$ cat src/rtl/memacc_pkg.sv
package memacc_pkg;

  typedef enum logic [1:0] {
    PH_WRITE = 2'd0,
    PH_EXEC  = 2'd1,
    PH_TEST  = 2'd2
  } phase_t;

  // Fixed forward order of the run phases
  function automatic phase_t phase_succ(input phase_t p);
    case (p)
      PH_WRITE: return PH_EXEC;
      PH_EXEC:  return PH_TEST;
      default:  return PH_WRITE;
    endcase
  endfunction

  // Address lies inside a storage of the given depth
  function automatic logic fits(input int a, input int depth);
    return (a >= 0) && (a < depth);
  endfunction

endpackage

$ cat src/rtl/memacc_phase_seq.sv
module memacc_phase_seq
  import memacc_pkg::*;
(
  input  logic       clk,
  input  logic       rst_n,
  input  logic [1:0] mode_req,
  output phase_t     phase
);
  phase_t succ;
  logic   step;

  assign succ = phase_succ(phase);
  assign step = (mode_req == succ);

  always_ff @(posedge clk) begin
    if (!rst_n) phase <= PH_WRITE;
    else if (step) phase <= succ;
  end

  // a phase change is always to the successor of the previous phase
  a_r2_forward_only: assert property (@(posedge clk) disable iff (!rst_n)
    (phase != $past(phase)) |-> (phase == phase_succ($past(phase))));

  // a request that is not the successor leaves the phase alone
  a_r2_hold_other: assert property (@(posedge clk) disable iff (!rst_n)
    (mode_req != phase_succ(phase)) |=> $stable(phase));
endmodule

$ cat src/rtl/memacc_wr_decode.sv
module memacc_wr_decode
  import memacc_pkg::*;
#(
  parameter int AW         = 8,
  parameter int N_IMEM     = 5,
  parameter int IMEM_DEPTH = 64,
  parameter int RF_DEPTH   = 16
) (
  input  logic              clk,
  input  logic              rst_n,
  input  logic              wr_phase,
  input  logic              wr_en,
  input  logic              tgt,
  input  logic              dsel,
  input  logic [N_IMEM-1:0] sel,
  input  logic [AW-1:0]     addr,
  output logic [N_IMEM-1:0] imem_we,
  output logic              dmem_we,
  output logic              rf_we
);
  logic wr_go;
  logic imem_ok;
  logic rf_ok;

  assign wr_go   = wr_phase & wr_en;
  assign imem_ok = wr_go & ~tgt & $onehot(sel) & fits(32'(addr), IMEM_DEPTH);
  assign rf_ok   = fits(32'(addr), RF_DEPTH);

  for (genvar k = 0; k < N_IMEM; k++) begin : g_imem_we
    assign imem_we[k] = imem_ok & sel[k];
  end

  assign dmem_we = wr_go & tgt & ~dsel;
  assign rf_we   = wr_go & tgt & dsel & rf_ok;

  // at most one storage is written per cycle
  a_r3_single_target: assert property (@(posedge clk) disable iff (!rst_n)
    $onehot0({imem_we, dmem_we, rf_we}));

  // an instruction memory strobe only for an in-range address
  a_r4_imem_range: assert property (@(posedge clk) disable iff (!rst_n)
    (|imem_we) |-> (32'(addr) < IMEM_DEPTH));

  // a register file strobe only for an in-range address
  a_r6_rf_range: assert property (@(posedge clk) disable iff (!rst_n)
    rf_we |-> (32'(addr) < RF_DEPTH));
endmodule

$ cat src/rtl/memacc_rd_mux.sv
module memacc_rd_mux
  import memacc_pkg::*;
#(
  parameter int DW         = 16,
  parameter int AW         = 8,
  parameter int N_IMEM     = 5,
  parameter int IMEM_DEPTH = 64,
  parameter int IMEM0_W    = 7,
  parameter int RF_DEPTH   = 16
) (
  input  logic                 clk,
  input  logic                 rst_n,
  input  logic                 test_phase,
  input  logic                 tgt,
  input  logic                 dsel,
  input  logic [N_IMEM-1:0]    sel,
  input  logic [AW-1:0]        addr,
  input  logic [N_IMEM*DW-1:0] imem_rdata,
  input  logic [DW-1:0]        dmem_rdata,
  input  logic [DW-1:0]        rf_rdata,
  output logic [DW-1:0]        dout
);
  logic [DW-1:0] slot_word [N_IMEM];
  logic [DW-1:0] imem_pick;
  logic [DW-1:0] data_pick;
  logic [DW-1:0] rd_next;
  logic          imem_ok;

  for (genvar k = 0; k < N_IMEM; k++) begin : g_slot
    if (k == 0) begin : g_narrow
      assign slot_word[k] = {{(DW-IMEM0_W){1'b0}}, imem_rdata[IMEM0_W-1:0]};
    end else begin : g_wide
      assign slot_word[k] = imem_rdata[k*DW +: DW];
    end
  end

  assign imem_ok = $onehot(sel) & fits(32'(addr), IMEM_DEPTH);

  always_comb begin
    imem_pick = '0;
    for (int k = 0; k < N_IMEM; k++)
      if (sel[k]) imem_pick = imem_pick | slot_word[k];
    if (!imem_ok) imem_pick = '0;
  end

  always_comb begin
    if (dsel) data_pick = fits(32'(addr), RF_DEPTH) ? rf_rdata : '0;
    else      data_pick = dmem_rdata;
  end

  assign rd_next = tgt ? data_pick : imem_pick;

  always_ff @(posedge clk) begin
    if (!rst_n)          dout <= '0;
    else if (test_phase) dout <= rd_next;
    else                 dout <= '0;
  end

  // output cleared after any edge outside inspection
  a_r12_dout_clear: assert property (@(posedge clk) disable iff (!rst_n)
    !test_phase |=> (dout == '0));

  // out-of-range register file read returns zero
  a_r10_rf_oob_zero: assert property (@(posedge clk) disable iff (!rst_n)
    (test_phase && tgt && dsel && (32'(addr) >= RF_DEPTH)) |=> (dout == '0));

  // bad slot select reads zero
  a_r11_bad_sel_zero: assert property (@(posedge clk) disable iff (!rst_n)
    (test_phase && !tgt && !$onehot(sel)) |=> (dout == '0));
endmodule

$ cat src/rtl/memacc_ctrl.sv
module memacc_ctrl
  import memacc_pkg::*;
#(
  parameter int DW         = 16,
  parameter int AW         = 8,
  parameter int N_IMEM     = 5,
  parameter int IMEM_DEPTH = 64,
  parameter int IMEM0_W    = 7,
  parameter int RF_DEPTH   = 16,
  parameter int N_PWR      = 3,
  localparam int IMEM_AW   = $clog2(IMEM_DEPTH),
  localparam int RF_AW     = $clog2(RF_DEPTH)
) (
  input  logic                 clk,
  input  logic                 rst_n,
  input  logic [1:0]           mode_req_i,
  input  logic                 wr_en_i,
  input  logic                 tgt_i,
  input  logic                 dsel_i,
  input  logic [N_IMEM-1:0]    imem_sel_i,
  input  logic [AW-1:0]        addr_i,
  input  logic [DW-1:0]        din_i,
  output logic [1:0]           phase_o,
  output logic                 pc_rst_o,
  output logic                 run_o,
  output logic [N_IMEM-1:0]    imem_we_o,
  output logic [IMEM_AW-1:0]   imem_addr_o,
  output logic                 dmem_we_o,
  output logic [AW-1:0]        dmem_addr_o,
  output logic                 rf_we_o,
  output logic [RF_AW-1:0]     rf_addr_o,
  output logic [DW-1:0]        wdata_o,
  input  logic [N_IMEM*DW-1:0] imem_rdata_i,
  input  logic [DW-1:0]        dmem_rdata_i,
  input  logic [DW-1:0]        rf_rdata_i,
  output logic [DW-1:0]        dout_o,
  input  logic [N_PWR-1:0]     pwr_ctl_i,
  output logic [N_PWR-1:0]     pwr_obs_o
);
  phase_t phase;
  logic   in_write;
  logic   in_exec;
  logic   in_test;

  memacc_phase_seq u_seq (
    .clk      (clk),
    .rst_n    (rst_n),
    .mode_req (mode_req_i),
    .phase    (phase)
  );

  assign in_write = (phase == PH_WRITE);
  assign in_exec  = (phase == PH_EXEC);
  assign in_test  = (phase == PH_TEST);

  memacc_wr_decode #(
    .AW(AW), .N_IMEM(N_IMEM), .IMEM_DEPTH(IMEM_DEPTH), .RF_DEPTH(RF_DEPTH)
  ) u_wr (
    .clk      (clk),
    .rst_n    (rst_n),
    .wr_phase (in_write),
    .wr_en    (wr_en_i),
    .tgt      (tgt_i),
    .dsel     (dsel_i),
    .sel      (imem_sel_i),
    .addr     (addr_i),
    .imem_we  (imem_we_o),
    .dmem_we  (dmem_we_o),
    .rf_we    (rf_we_o)
  );

  memacc_rd_mux #(
    .DW(DW), .AW(AW), .N_IMEM(N_IMEM), .IMEM_DEPTH(IMEM_DEPTH),
    .IMEM0_W(IMEM0_W), .RF_DEPTH(RF_DEPTH)
  ) u_rd (
    .clk        (clk),
    .rst_n      (rst_n),
    .test_phase (in_test),
    .tgt        (tgt_i),
    .dsel       (dsel_i),
    .sel        (imem_sel_i),
    .addr       (addr_i),
    .imem_rdata (imem_rdata_i),
    .dmem_rdata (dmem_rdata_i),
    .rf_rdata   (rf_rdata_i),
    .dout       (dout_o)
  );

  assign phase_o     = phase;
  assign run_o       = in_exec;
  assign pc_rst_o    = ~in_exec;
  assign imem_addr_o = addr_i[IMEM_AW-1:0];
  assign dmem_addr_o = addr_i;
  assign rf_addr_o   = addr_i[RF_AW-1:0];
  assign wdata_o     = din_i;
  assign pwr_obs_o   = in_exec ? pwr_ctl_i : '0;

  // no strobe leaves the block outside loading
  a_r7_quiet_outside_write: assert property (@(posedge clk) disable iff (!rst_n)
    (phase != PH_WRITE) |-> (imem_we_o == '0 && !dmem_we_o && !rf_we_o));

  // running and program counter reset never overlap
  a_r8_pc_held: assert property (@(posedge clk) disable iff (!rst_n)
    (pc_rst_o != run_o));

  // supply controls hidden while not running
  a_r9_pwr_dark: assert property (@(posedge clk) disable iff (!rst_n)
    !run_o |-> (pwr_obs_o == '0));
endmodule

$ cat config.mk
export PLATFORM = sky130hd
export DESIGN_NAME = memacc_ctrl
export DESIGN_NICKNAME = d
export VERILOG_FILES = /design/src/rtl/memacc_pkg.sv /design/src/rtl/memacc_phase_seq.sv /design/src/rtl/memacc_wr_decode.sv /design/src/rtl/memacc_rd_mux.sv /design/src/rtl/memacc_ctrl.sv
export SDC_FILE = /design/constraint.sdc
export NUM_CORES = 1
export LEC_CHECK = 0
export ABC_AREA = 1
export BUFFER_PORTS_ARGS = -buffer_cell sky130_fd_sc_hd__buf_2
export CAP_MARGIN = 15
export CORE_AREA = 2 2 83 85
export DETAILED_ROUTE_END_ITERATION = 8
export DIE_AREA = 0 0 85 87
export GPL_ROUTABILITY_DRIVEN = 0
export GPL_TIMING_DRIVEN = 0
export PLACE_DENSITY = 0.72
export SLEW_MARGIN = 20
export SYNTH_ARGS = -nofsm -noshare
export SYNTH_HDL_FRONTEND = slang
export SYNTH_SLANG_ARGS = --single-unit
$ cat constraint.sdc
create_clock -name clk -period 2.5 [get_ports clk]
set_clock_uncertainty 0.05 [all_clocks]
set_input_delay 0.25 -clock clk [delete_from_list [all_inputs] [get_ports clk]]
set_output_delay 0.25 -clock clk [all_outputs]
set_load 0.01 [all_outputs]
# --- Yosys cells after proc, flatten, opt, wreduce, memory -nomap -nowiden ---
# Cells that the tools add are included.
totals:
  input_bits: 151
  out_inout_bits: 64
  ff_bits: 18
  wordCells: 46
classes:
  bitwise_logic: 21
  reduce_logical: 2
  addsub: 4
  n_eq_ne: 4
  mux: 11
  order_cmp: 2
ops:
  columns: ["op", "n"]
  rows:
  - ["2-to-1 mux 16 bit", 8]
  - ["OR 16 bit", 3]
  - ["OR 7 x 16 -> 16 bit", 1]
  - ["AND 1 bit", 14]
  - ["less-than comparator 8 x 5 -> 1 bit, second input constant", 1]
  - ["less-than comparator 8 x 7 -> 1 bit, second input constant", 1]
  - ["2-to-1 mux 7 bit", 1]
  - ["adder 1 x 1 -> 2 bit", 2]
  - ["one-hot mux 2 bit (2 select lines)", 1]
  - ["adder 3 x 1 -> 3 bit", 1]
  - ["adder 3 bit", 1]
  - ["== test 3 x 1 -> 1 bit, second input constant", 1]
  - ["2-to-1 mux 3 bit", 1]
  - ["NOT 1 bit", 3]
  - ["== test 2 x 1 -> 1 bit, second input constant", 1]
  - ["== test 2 bit", 1]
  - ["== test 2 bit, second input constant", 1]
  - ["zero test 2 bit", 1]
  - ["AND reduction 2 bit", 1]

# --- Logic depth before layout (Yosys ltp) ---
depth:
  word_depth: 11
  depth_mapped: 9
  mapped_depth_nobuf: 8

# --- Cells and area by module ---
# From an unflattened synthesis, not the netlist that was laid out.
hier_totals:
  cells_unflattened: 354
  hier_area_um2: 1996.9
modules_own_cells:
  columns: ["mod", "area_per_inst_um2", "cells_per_inst", "instances", "seq_area_each_um2"]
  rows:
  - ["memacc_rd_mux", 1398.8, 255, 1, 320.3]
  - ["memacc_ctrl", 299.0, 45, 1, 0.0]
  - ["memacc_wr_decode", 178.9, 33, 1, 0.0]
  - ["memacc_phase_seq", 120.1, 21, 1, 40.0]

# --- Worst setup path before layout ---
# No wires, ideal clock.
synth_path:
  path_type: "input port to output port"
  from: "in imem_sel_i[2]"
  to: "out imem_we_o[0]"
  path_buffers: 0
  path_stages: 8
  arrival_ns: 1.802
  t_required_ns: 2.200
  slack_ns: 0.398
  path_cell_list: "ha_1 > fa_1 > inv_1 > fa_1 > nand2_4 > nor2_8 > nand3_1 > nor2_1"
synth_via:
  elab_chain_cells: 7
synth_rtl:
  columns: ["element", "line_no", "text"]
  rows:
  - ["from (decl)", "memacc_ctrl.sv:20", "input logic [N_IMEM-1:0] imem_sel_i,"]
  - ["adder 1 x 1 -> 2 bit (not written as such)", "memacc_wr_decode.sv:26", "assign imem_ok = wr_go & ~tgt & $onehot(sel) & fits(32'(addr), IMEM_DEPTH);"]
  - ["adder 3 bit (not written as such)", "memacc_wr_decode.sv:26", null]
  - ["adder 3 x 1 -> 3 bit (not written as such)", "memacc_wr_decode.sv:26", null]
  - ["== test 3 x 1 -> 1 bit", "memacc_wr_decode.sv:26", null]
  - ["AND 1 bit (2 in a row)", "memacc_wr_decode.sv:26", null]
  - ["AND 1 bit", "memacc_wr_decode.sv:30", "assign imem_we[k] = imem_ok & sel[k];"]
  - ["to (decl)", "memacc_ctrl.sv:26", "output logic [N_IMEM-1:0] imem_we_o,"]
# Every way passes these cells.

# --- Final worst setup path ---
layout_path:
  from: "in imem_sel_i[2]"
  to: "out imem_we_o[3]"
# Same word-level chain as after synthesis.

==> out/qor.yml <==
pwr:
  power_leakage_nw: 1.78
  p_switching_w: 0.000302
  intPower_w: 0.000620
  vdd_drop_max_uv: 250
  p_sw_share_pct: 32.7
  p_clk_share_pct: 26.0
  pwr-share-seq_pct: 31.7
  power_density_mw_per_mm2: 304
  pwr-share-comb_pct: 42.3
sta:
  drv_slew: 0
  max_freq_mhz: 430
  rsz0062_at_grt: "false"
  setup-tns-final_ps: 0
  finalCritPeriodShare_pct: 93.1
  hold_violations: 0
  setup_ws_ps: 172
  setup_viol: 0
  worst_slew_pin_slew_ps: 453
  fin_crit_ps: 2330
  maxSlewHeadroom_pct: 69.8
detailed_routing:
  route.detailed.wl_per_inst_um: 12.2
  vias: 2625
  wl_met2_mm: 3.61
  route.detailed.drc: 0
  vias_per_cell: 4.38
  top_layer: "met4"
  drt-pass1-iter-count: 4
  drt.antenna.violating_nets: 0
  wl_met1_mm: 2.92
  drtIter0Drc: 103
  route.met3.wl_um: 605
  drt_wl_total_mm: 7.31
global_route:
  antenna_found_initial: 0
  grt_overflow_total: 0
  grt_use_total_pct: 18.4
  grt_max_degree: 11
  grt_pass1_wl_mm: 11.1
  grt_pass1_vias: 2501
clock_network:
  cts.sinks: 18
  clk_latency_ps: 250
  clockRootBuffer: "clkbuf_8"
  clk_pin_slew_ps: 70
  cts_tree: "built"
  cts_buffers: 3
  ctsHtreeMaxLevel: 1
  clock_path_buffers: 2
logic_synthesis:
  seq_area_frac_synth_pct: 18.5
  synth.largest_area_cell: "nand2_1"
  synth_seq_cells: 18
  ys_types: 24
  netlist.area_leader.share_pct: 22.9
  synth_area_mm2: 0.00195
  syn_avg_cell_area_um2: 5.88
  synth.most_common_cell: "nand2_1"
  synthCells: 331
  syn-num-nets: 486
  synthArstFlopShare_pct: 0
  ys_warn_count: 0
  synthFlopType: "dfxtp_1"
  synth_edf_count: 0
  yosys-top-cells-area: "nand2_1 (23%), dfxtp_1 (19%), buf_4 (13%), nor2_1 (8.5%), nand3_1 (7.5%)"
  synth_common_cells: "nand2_1 (119), nor2_1 (44), buf_4 (35), nand3_1 (29), dfxtp_1 (18)"
final_layout:
  antenna_cells: 0
  stdcell_count: 599
  area_delta_synth_final_pct: 55.9
  multiInputGateArea_mm2: 0.00118
  nNetsFinal: 675
  seqCellArea_um2: 360
  fin_area_mm2: 0.00304
  fillCellCount: 713
  drive_gt1_share_pct: 50.9
place:
  dpl_cell_area_mm2: 0.00297
  hpwl_mm: 6.37
  dp.cells: 595
  pre_cts_slack_ps: 18.7
  io_buffers: 184
die:
  ios: 215
  rows: 30
  start_util_pct: 29.6
  die-area_mm2: 0.00740
  die_h_um: 87
  die_w_um: 85
  core_area_mm2: 0.00657
worst_setup_path:
  path_class: "in -> out"
  worstPathArrival_ps: 2030
  cp-end-kind: "output pin"
  required_ps: 2200
  crit_path_start_kind: "input port"
  cp_max_fo: 8
run:
  cap_violations: 0
hold_path:
  hold_path.class: "in -> reg"
status:
  status: "complete, no violations"
[registers in the layout, summed over array words and instances (netlist names)]
| name | flops |
|---|---|
| u_seq.phase | 2 |
| u_rd.dout | 16 |
[layout make-up]
cell class / count / area share (%)
Inverter: 16 / 1.98
Sequential cell: 18 / 11.9
Timing Repair Buffer: 184 / 30.3
Tap cell: 80 / 3.30
Clock buffer: 4 / 1.81
Multi-Input combinational cell: 245 / 38.9
Buffer: 52 / 11.8
[layout by cell type, fill, tap and decap left out, drive strengths merged]
cell,netlist,routed
a21oi,18,18
buf,49,233
clkbuf,3,7
dfxtp,18,18
fa,2,2
ha,2,2
inv,16,16
nand2,129,129
nand3,30,30
nand4,9,9
nor2,47,47
o21ai,7,7
o21bai,1,1
[metrics by stage]
stage,power [W],hold WS [ps],util (%)
5_1_grt,0.000981,228,46.2
3_5_place_dp,0.000690,467,45.2
4_1_cts,0.000930,199,46.0
3_3_place_gp,0.000685,454,45.2
6_report,0.000922,212,46.2
2_1_floorplan,0.000518,332,-
[power by group through the flow]
stage	Combinational (W)	Sequential [W]	Clock, W
2_1_floorplan	0.000218	0.000300	0
3_3_place_gp	0.000386	0.000299	0
3_5_place_dp	0.000391	0.000299	0
4_1_cts	0.000393	0.000292	0.000245
5_1_grt	0.000435	0.000293	0.000254
6_report	0.000390	0.000292	0.000240
[final timing paths]
kind	depth (start not counted)	slack, ps	endpoint	startpoint
min	3	210	u_seq.phase[0]$_SDFFE_PN0N_	rst_n
max	10	170	imem_we_o[3]	imem_sel_i[2]
min reg2reg	2	480	u_seq.phase[1]$_SDFFE_PN0N_	u_seq.phase[1]$_SDFFE_PN0N_
max reg2reg	4	1110	u_rd.dout[0]$_SDFF_PN0_	u_seq.phase[0]$_SDFFE_PN0N_
[worst max-delay path, cell delays in order]
cell,delay [ps]
buf_2,100
ha_1,310
fa_1,400
inv_1,80
fa_1,450
nand2_4,120
nor2_8,50
nand3_4,90
nor2_1,50
buf_2,130
[cells by family after synthesis]
family	Yosys count	synth area share [%]
buf+inv	68	21.5
flops	18	18.5
simple gates	215	47.7
compound gates	26	8.93
fa+ha+maj	4	3.34
[timing repair]
action                     CTS  global route
setup buffers                0             0
setup endpoints to repair    0             5
resized for setup            0             2
hold buffers                 0             0
[per-layer routing]
metal / track usage (%) / vias up
met4: 6.35 / 0
met2: 33.8 / 135
met3: 1.61 / 10
li1: - / 1378
met5: 0 / -
met1: 22.4 / 1102
No activity file was read; power rests on OpenSTA's default activity.
